File: config.mk
export PLATFORM = sky130hd
export DESIGN_NAME = wdt_regfront
export DESIGN_NICKNAME = d
export VERILOG_FILES = /design/src/rtl/wdt_regfront_pkg.sv /design/src/rtl/wdt_key_guard.sv /design/src/rtl/wdt_prot_regs.sv /design/src/rtl/wdt_cfg_regs.sv /design/src/rtl/wdt_regfront.sv
export SDC_FILE = /design/constraint.sdc
export NUM_CORES = 1
export LEC_CHECK = 0
export ABC_AREA = 1
export BUFFER_PORTS_ARGS = -buffer_cell sky130_fd_sc_hd__buf_2
export CORE_MARGIN = 4
export CORE_UTILIZATION = 34
export CTS_BUF_LIST = sky130_fd_sc_hd__clkbuf_8 sky130_fd_sc_hd__clkbuf_16
export CTS_CLUSTER_SIZE = 16
export DETAILED_ROUTE_END_ITERATION = 12
export PLACE_DENSITY = 0.68
export SLEW_MARGIN = 20
export SYNTH_ARGS = -nofsm -noshare
export SYNTH_HDL_FRONTEND = slang
export SYNTH_SLANG_ARGS = --single-unit
export TNS_END_PERCENT = 20
File: constraint.sdc
create_clock -name clk -period 1.3 [get_ports clk]
set_input_delay 0.065 -clock clk [delete_from_list [all_inputs] [get_ports clk]]
set_output_delay 0.065 -clock clk [all_outputs]
set_load 0.02 [all_outputs]
File: src/rtl/wdt_regfront_pkg.sv
package wdt_regfront_pkg;

   typedef enum logic [1:0] {
      ACC_BYTE = 2'd0,
      ACC_HALF = 2'd1,
      ACC_WORD = 2'd2
   } acc_size_e;

   typedef enum logic [1:0] {
      GUARD_CLOSED = 2'd0,
      GUARD_ARMED  = 2'd1,
      GUARD_OPEN   = 2'd2
   } guard_e;

   localparam int WIN_AW = 4;
   localparam logic [WIN_AW-1:0] OFS_PRELOAD1 = 4'h0;
   localparam logic [WIN_AW-1:0] OFS_PRELOAD2 = 4'h4;
   localparam logic [WIN_AW-1:0] OFS_RELOAD   = 4'hC;

endpackage

File: src/rtl/wdt_key_guard.sv
module wdt_key_guard
   import wdt_regfront_pkg::*;
#(
   parameter int         DATA_W     = 32,
   parameter logic [7:0] KEY_FIRST  = 8'h80,
   parameter logic [7:0] KEY_SECOND = 8'h86
) (
   input  logic              clk,
   input  logic              rst_n,
   input  logic              wr,
   input  logic [WIN_AW-1:0] addr,
   input  logic [DATA_W-1:0] val,
   output logic              grant
);

   guard_e state_q, state_d;
   logic   hit_first, hit_second;

   assign hit_first  = wr && (addr == OFS_RELOAD) && (val == DATA_W'(KEY_FIRST));
   assign hit_second = wr && (addr == OFS_RELOAD) && (val == DATA_W'(KEY_SECOND))
                       && (state_q == GUARD_ARMED);

   always_comb begin
      state_d = state_q;
      if (hit_first)       state_d = GUARD_ARMED;
      else if (hit_second) state_d = GUARD_OPEN;
      else if (wr)         state_d = GUARD_CLOSED;
   end

   always_ff @(posedge clk or negedge rst_n) begin
      if (!rst_n) state_q <= GUARD_CLOSED;
      else        state_q <= state_d;
   end

   assign grant = wr && !hit_first && !hit_second && (state_q == GUARD_OPEN);

   // the guard only opens right after the second key byte
   p_open_after_key_r1: assert property (@(posedge clk) disable iff (!rst_n)
      $rose(state_q == GUARD_OPEN) |->
         $past(wr && addr == OFS_RELOAD && val == DATA_W'(KEY_SECOND)));

   // a granted write always closes the guard
   p_one_shot_r2: assert property (@(posedge clk) disable iff (!rst_n)
      grant |=> state_q == GUARD_CLOSED);

endmodule

File: src/rtl/wdt_prot_regs.sv
module wdt_prot_regs
   import wdt_regfront_pkg::*;
#(
   parameter int                 DATA_W      = 32,
   parameter int                 PRELOAD_W   = 20,
   parameter logic [PRELOAD_W-1:0] PRELOAD_RST = '1,
   parameter int                 KICK_BIT    = 8,
   parameter int                 FLAG_BIT_A  = 9,
   parameter int                 FLAG_BIT_B  = 12,
   parameter bit                 MIRROR_B    = 1'b1
) (
   input  logic                 clk,
   input  logic                 rst_n,
   input  logic                 grant,
   input  logic                 rd,
   input  logic [WIN_AW-1:0]    addr,
   input  logic [1:0]           size,
   input  logic [DATA_W-1:0]    val,
   input  logic                 reboot_event,
   output logic [PRELOAD_W-1:0] preload1,
   output logic [PRELOAD_W-1:0] preload2,
   output logic                 kick,
   output logic                 prev_reboot,
   output logic [DATA_W-1:0]    rdata
);

   logic word_wr, half_reload_wr, clr_hit, status_rd;
   logic [DATA_W-1:0] flag_mask;

   assign word_wr        = grant && (size == ACC_WORD);
   assign half_reload_wr = grant && (size == ACC_HALF) && (addr == OFS_RELOAD);
   assign status_rd      = rd && (size == ACC_HALF) && (addr == OFS_RELOAD);

   generate
      if (MIRROR_B) begin : g_mirror
         assign clr_hit   = val[FLAG_BIT_A] || val[FLAG_BIT_B];
         assign flag_mask = (DATA_W'(1) << FLAG_BIT_A) | (DATA_W'(1) << FLAG_BIT_B);
      end else begin : g_single
         assign clr_hit   = val[FLAG_BIT_A];
         assign flag_mask = DATA_W'(1) << FLAG_BIT_A;
      end
   endgenerate

   always_ff @(posedge clk or negedge rst_n) begin
      if (!rst_n) begin
         preload1 <= PRELOAD_RST;
         preload2 <= PRELOAD_RST;
      end else if (word_wr) begin
         if (addr == OFS_PRELOAD1) preload1 <= val[PRELOAD_W-1:0];
         if (addr == OFS_PRELOAD2) preload2 <= val[PRELOAD_W-1:0];
      end
   end

   always_ff @(posedge clk or negedge rst_n) begin
      if (!rst_n) begin
         kick        <= 1'b0;
         prev_reboot <= 1'b0;
      end else begin
         kick <= half_reload_wr && val[KICK_BIT];
         if (reboot_event)                  prev_reboot <= 1'b1;
         else if (half_reload_wr && clr_hit) prev_reboot <= 1'b0;
      end
   end

   assign rdata = (status_rd && prev_reboot) ? flag_mask : '0;

   // preloads move only on an authorised write
   p_preload_guarded_r3: assert property (@(posedge clk) disable iff (!rst_n)
      !grant |=> $stable(preload1) && $stable(preload2));

   // a kick never lasts more than one cycle
   p_kick_pulse_r4: assert property (@(posedge clk) disable iff (!rst_n)
      kick |=> !kick);

   // the flag only rises from a reboot report
   p_flag_source_r5: assert property (@(posedge clk) disable iff (!rst_n)
      $rose(prev_reboot) |-> $past(reboot_event));

endmodule

File: src/rtl/wdt_cfg_regs.sv
module wdt_cfg_regs
   import wdt_regfront_pkg::*;
#(
   parameter int CFG_W = 16
) (
   input  logic             clk,
   input  logic             rst_n,
   input  logic             cfg_wr,
   input  logic             cfg_sel,
   input  logic [1:0]       cfg_size,
   input  logic [CFG_W-1:0] cfg_wdata,
   output logic [CFG_W-1:0] cfg_rdata,
   output logic             reboot_en,
   output logic             fast_scale,
   output logic [1:0]       int_type,
   output logic             wd_enable,
   output logic             wd_free_run,
   output logic             wd_locked
);

   localparam int BIT_NOREBOOT = 5;
   localparam int BIT_FAST     = 2;
   localparam int BIT_LOCK     = 0;
   localparam int BIT_EN       = 1;
   localparam int BIT_FREE     = 2;

   logic setup_wr, lock_wr;
   logic noreboot_q;

   assign setup_wr = cfg_wr && !cfg_sel && (cfg_size == ACC_HALF);
   assign lock_wr  = cfg_wr &&  cfg_sel && (cfg_size == ACC_BYTE) && !wd_locked;

   always_ff @(posedge clk or negedge rst_n) begin
      if (!rst_n) begin
         noreboot_q <= 1'b0;
         fast_scale <= 1'b0;
         int_type   <= 2'd0;
      end else if (setup_wr) begin
         noreboot_q <= cfg_wdata[BIT_NOREBOOT];
         fast_scale <= cfg_wdata[BIT_FAST];
         int_type   <= cfg_wdata[1:0];
      end
   end

   always_ff @(posedge clk or negedge rst_n) begin
      if (!rst_n) begin
         wd_locked   <= 1'b0;
         wd_enable   <= 1'b0;
         wd_free_run <= 1'b0;
      end else if (lock_wr) begin
         wd_locked   <= cfg_wdata[BIT_LOCK];
         wd_enable   <= cfg_wdata[BIT_EN];
         wd_free_run <= cfg_wdata[BIT_FREE];
      end
   end

   assign reboot_en = !noreboot_q;

   always_comb begin
      cfg_rdata = '0;
      if (cfg_sel) begin
         cfg_rdata[BIT_LOCK] = wd_locked;
         cfg_rdata[BIT_EN]   = wd_enable;
         cfg_rdata[BIT_FREE] = wd_free_run;
      end else begin
         cfg_rdata[BIT_NOREBOOT] = noreboot_q;
         cfg_rdata[BIT_FAST]     = fast_scale;
         cfg_rdata[1:0]          = int_type;
      end
   end

   // lock is one-way and freezes the mode bits
   p_lock_sticky_r8: assert property (@(posedge clk) disable iff (!rst_n)
      wd_locked |=> wd_locked && $stable(wd_enable) && $stable(wd_free_run));

   // a setup write of the wrong width leaves the setup fields alone
   p_setup_width_r10: assert property (@(posedge clk) disable iff (!rst_n)
      (cfg_wr && !cfg_sel && cfg_size != ACC_HALF) |=>
         $stable(reboot_en) && $stable(fast_scale) && $stable(int_type));

endmodule

File: src/rtl/wdt_regfront.sv
module wdt_regfront
   import wdt_regfront_pkg::*;
#(
   parameter int         DATA_W     = 32,
   parameter int         PRELOAD_W  = 20,
   parameter int         CFG_W      = 16,
   parameter logic [7:0] KEY_FIRST  = 8'h80,
   parameter logic [7:0] KEY_SECOND = 8'h86,
   parameter bit         MIRROR_B   = 1'b1
) (
   input  logic                 clk,
   input  logic                 rst_n,
   input  logic                 win_wr,
   input  logic                 win_rd,
   input  logic [3:0]           win_addr,
   input  logic [1:0]           win_size,
   input  logic [DATA_W-1:0]    win_wdata,
   output logic [DATA_W-1:0]    win_rdata,
   input  logic                 cfg_wr,
   input  logic                 cfg_sel,
   input  logic [1:0]           cfg_size,
   input  logic [CFG_W-1:0]     cfg_wdata,
   output logic [CFG_W-1:0]     cfg_rdata,
   input  logic                 reboot_event,
   output logic [PRELOAD_W-1:0] preload1,
   output logic [PRELOAD_W-1:0] preload2,
   output logic                 kick,
   output logic                 prev_reboot,
   output logic                 wd_enable,
   output logic                 wd_free_run,
   output logic                 wd_locked,
   output logic                 reboot_en,
   output logic                 fast_scale,
   output logic [1:0]           int_type
);

   localparam int HALF_W = 16;
   localparam int BYTE_W = 8;

   generate
      if (DATA_W < 32 || PRELOAD_W > DATA_W) begin : g_bad_width
         $error("wdt_regfront: DATA_W must be >= 32 and hold PRELOAD_W");
      end
      if (CFG_W < 8) begin : g_bad_cfg
         $error("wdt_regfront: CFG_W must be at least 8");
      end
   endgenerate

   logic [DATA_W-1:0] wval;
   logic              grant;

   always_comb begin
      case (win_size)
         ACC_BYTE: wval = {{(DATA_W-BYTE_W){1'b0}}, win_wdata[BYTE_W-1:0]};
         ACC_HALF: wval = {{(DATA_W-HALF_W){1'b0}}, win_wdata[HALF_W-1:0]};
         default:  wval = win_wdata;
      endcase
   end

   wdt_key_guard #(
      .DATA_W(DATA_W), .KEY_FIRST(KEY_FIRST), .KEY_SECOND(KEY_SECOND)
   ) u_guard (
      .clk(clk), .rst_n(rst_n), .wr(win_wr), .addr(win_addr),
      .val(wval), .grant(grant)
   );

   wdt_prot_regs #(
      .DATA_W(DATA_W), .PRELOAD_W(PRELOAD_W), .MIRROR_B(MIRROR_B)
   ) u_prot (
      .clk(clk), .rst_n(rst_n), .grant(grant), .rd(win_rd),
      .addr(win_addr), .size(win_size), .val(wval),
      .reboot_event(reboot_event), .preload1(preload1), .preload2(preload2),
      .kick(kick), .prev_reboot(prev_reboot), .rdata(win_rdata)
   );

   wdt_cfg_regs #(
      .CFG_W(CFG_W)
   ) u_cfg (
      .clk(clk), .rst_n(rst_n), .cfg_wr(cfg_wr), .cfg_sel(cfg_sel),
      .cfg_size(cfg_size), .cfg_wdata(cfg_wdata), .cfg_rdata(cfg_rdata),
      .reboot_en(reboot_en), .fast_scale(fast_scale), .int_type(int_type),
      .wd_enable(wd_enable), .wd_free_run(wd_free_run), .wd_locked(wd_locked)
   );

endmodule

==> results.yml <==
floorplan:
  rows: 35
  io_pins: 160
  die_area_um2: 11000
  core_area_um2: 9200
  initial_core_util_pct: 34.6
  die_y_um: 105
  dieWidth_um: 105
critical_path:
  critPathTopFamily: "simple AND/OR/NAND/NOR gates"
  path_depth: 5
  path_class: "reg -> reg"
  startpoint_type: "flip-flop"
  critPathSlowestCell: "dfrtp_1"
  setup.worst_path.end: "u_prot.preload2[7]"
  cp-end-kind: "flip-flop"
  crit_arrival_ns: 1.60
  r2r_end: "u_prot.preload2[7]"
  critPathMaxStageDelay_ns: 0.42
  rrSetupSlack_ns: -0.05
  crit_buf_inv: 0
  r2r_cells: 5
  r2r-start: "u_guard.state_q[0]"
  worstPathMaxFanout: 5
  startpoint: "u_guard.state_q[0]"
  cp_data_required_time_ns: 1.55
  crit_chain: "nor2_4 -> nand3_4 -> nor2_2 -> nand3_1 -> nand2_1"
place:
  pre_cts_ws_ns: -0.417
  dp.cells: 639
  hpwl_um: 6310
  place.port_buffers: 105
  gp_congestion: 0.852
cells_and_area:
  drive_gt1_share_pct: 39.1
  stdcell_count: 653
  nFillCells: 927
  synthToLayoutAreaGrowth_pct: 28.2
  multi_input_area_um2: 1350
  final_util_pct: 44.4
  layout.nets: 604
  final-seq-area_um2: 1330
  num_antenna_cells: 0
yosys:
  ys_top_cells_by_area: "dfstp_2 (33%), buf_4 (10%), o21bai_1 (9.7%)"
  yosys.cell_count.top_type: "inv_1"
  yosys.area_share.simple_pct: 23.1
  async_flop_share_pct: 100
  syn_area_um2: 3180
  synth_top_family_by_area: "buffers and inverters"
  synthXorXnorAreaFrac_pct: 0
  ys_warn_count: 0
  ys_ff_latch: 51
  postSynthAreaPerCell_um2: 7.92
  yosysTopAreaCell: "dfstp_2"
  ys_types: 27
  synth_compound_area_share_pct: 12.0
  muxShareOfSynthArea_pct: 0
  postSynthCellCount: 402
  synth_edf_count: 0
  synthTopCellsByCount: "inv_1 (76), nand2_1 (71), buf_4 (43)"
  synth_top_area_share_pct: 33.0
  synth_seq_area_share_pct: 41.7
  synthAdderAreaFrac_pct: 0
  ys.flop_type: "dfstp_2"
power:
  internal_power_uw: 2220
  ir_drop_v: 0.000346
  p_comb_share_pct: 18.3
  p_per_area_nw_per_um2: 785
  leakage_uw: 0.00219
  netSwitchingPower_uw: 979
  p_seq_share_pct: 51.4
  swShare_pct: 30.6
  p_total_uw: 3200
  pwr-share-clk_pct: 30.3
drt:
  drtIter0Drc: 115
  drt-vias-per-instance: 4.43
  routedWlPerCell_um: 12.8
  vias: 2894
  drc: 0
  wirelength_um: 8370
  final_antenna_net_count: 0
  dr.pass1.iters: 4
global_routing:
  grtUsageMet2_pct: 25.4
  grt_busiest_layer: "met2"
  antenna_found_initial: 0
  grt_usage_pct: 14.8
  grt-ovfl-total: 0
  grtUsageMet1_pct: 19.2
  use_met3_pct: 3.21
  grt_max_degree: 52
  grt_pass1_wl_um: 13400
  grt_pass1_vias: 2843
clock_network:
  cts_tree: "built"
  clk_pin_slew_ns: 0.10
  numClockSinks: 51
  h-tree-depth: 2
  clk_latency_ns: 0.31
  post_cts_buffers: 0
  root_buffer: "clkbuf_8"
  cts_buffer_depth: 2
  numCtsBuffers: 5
sta:
  fin_crit_sh_pct: 104
  clock-skew-final_ns: 0.00946
  fin_setup_tns_ns: -0.402
  finalCriticalPeriod_ns: 1.35
  fmax_mhz: 741
  rsz0062_at_grt: "true"
  report.final.slew_viol_count: 0
  finalHoldViolations: 0
  setup_ws_ns: -0.0488
  setup_viol: 21
flow_run:
  cap_violations: 0
min_path:
  min_path_type: "in -> reg"
run_status:
  status: "finished with violations"
  violations: "setup timing"
==> flip-flops by register name, summed over array words and instances, names as in the netlist <==
signal	cells
u_cfg.fast_scale	1
u_cfg.int_type	2
u_cfg.noreboot_q	1
u_cfg.wd_enable	1
u_cfg.wd_free_run	1
u_cfg.wd_locked	1
u_guard.state_q	2
u_prot.kick	1
u_prot.preload1	20
u_prot.preload2	20
u_prot.prev_reboot	1
==> how the worst min path moves through the flow <==
stage / startpoint / end / slack, ns / depth (start not counted)
after global placement: rst_n / u_cfg.fast_scale / 0.07 / 2
final: cfg_wdata[2] / u_cfg.wd_free_run / 0.02 / 3
after floorplan: rst_n / u_cfg.fast_scale / -0.23 / 0
after global routing: cfg_wdata[5] / u_cfg.noreboot_q / 0.03 / 3
after detailed placement: rst_n / u_cfg.fast_scale / 0.08 / 2
after CTS: cfg_wdata[1] / u_cfg.int_type[1] / 0.01 / 3
==> tightest hold or removal path, stage by stage <==
cell	delay, ns
buf_2	0.09
inv_1	0.05
o21ai_0	0.07
==> through the flow <==
stage                     instance area (um^2)  hold WS (ns)
after floorplan                           3340        -0.231
after global placement                    3890        0.0727
after detailed placement                  3890        0.0767
after CTS                                 4050        0.0135
after global routing                      4080        0.0310
final                                     4080        0.0199
==> cells by family (layout without fill, tap and decap cells) <==
group | count (synthesis) | after routing
other | 1 | 42
DFF | 51 | 51
and+or+nand+nor | 159 | 163
buffers and inverters | 136 | 231
AOI/OAI and AO/OA | 55 | 55
==> cell type report <==
class | count | area share, %
Timing Repair Buffer | 146 | 21.5
Multi-Input combinational cell | 260 | 33.1
Clock buffer | 5 | 1.69
Inverter | 77 | 7.08
Sequential cell | 51 | 32.5
Tap cell | 111 | 3.40
Clock inverter | 3 | 0.674
==> layer usage <==
metal	vias up	wire length [um]
met4	0	64
met1	1325	3570
met2	130	4000
met5	-	0
li1	1433	-
met3	6	733
==> power by group through the flow <==
stage / logic (uW) / clock network [uW] / registers (uW)
floorplan: 358 / 0 / 1700
global placement: 566 / 0 / 1670
detailed placement: 575 / 0 / 1670
CTS: 585 / 1030 / 1650
global route: 645 / 1090 / 1650
finish: 586 / 971 / 1650
==> placed cells by master, fill, tap and decap left out, drive strengths merged <==
cell type	netlist	final
buf	55	144
inv	77	79
nand2	72	72
nand3	44	44
conb	1	42
o21bai	41	41
dfstp	40	40
nor2	32	36
o21ai	13	13
dfrtp	11	11
clkbuf	4	5
nand4	5	5
nor3	3	3
dlygate4sd3	0	2
and2	1	1
a21oi	1	1
or2	1	1
nor4	1	1
clkinvlp	0	1
==> repair_timing <==
| action | 4_1_cts | 5_1_grt |
|---|---|---|
| hold buffers | 2 | 0 |
| resized for setup | 5 | 4 |
| endpoints found under the setup margin | 40 | 42 |
| pin swaps | 2 | 3 |
| gates cloned | 3 | 1 |
| hold endpoints to repair | 52 | 0 |
(Power assumes the default switching activity.)
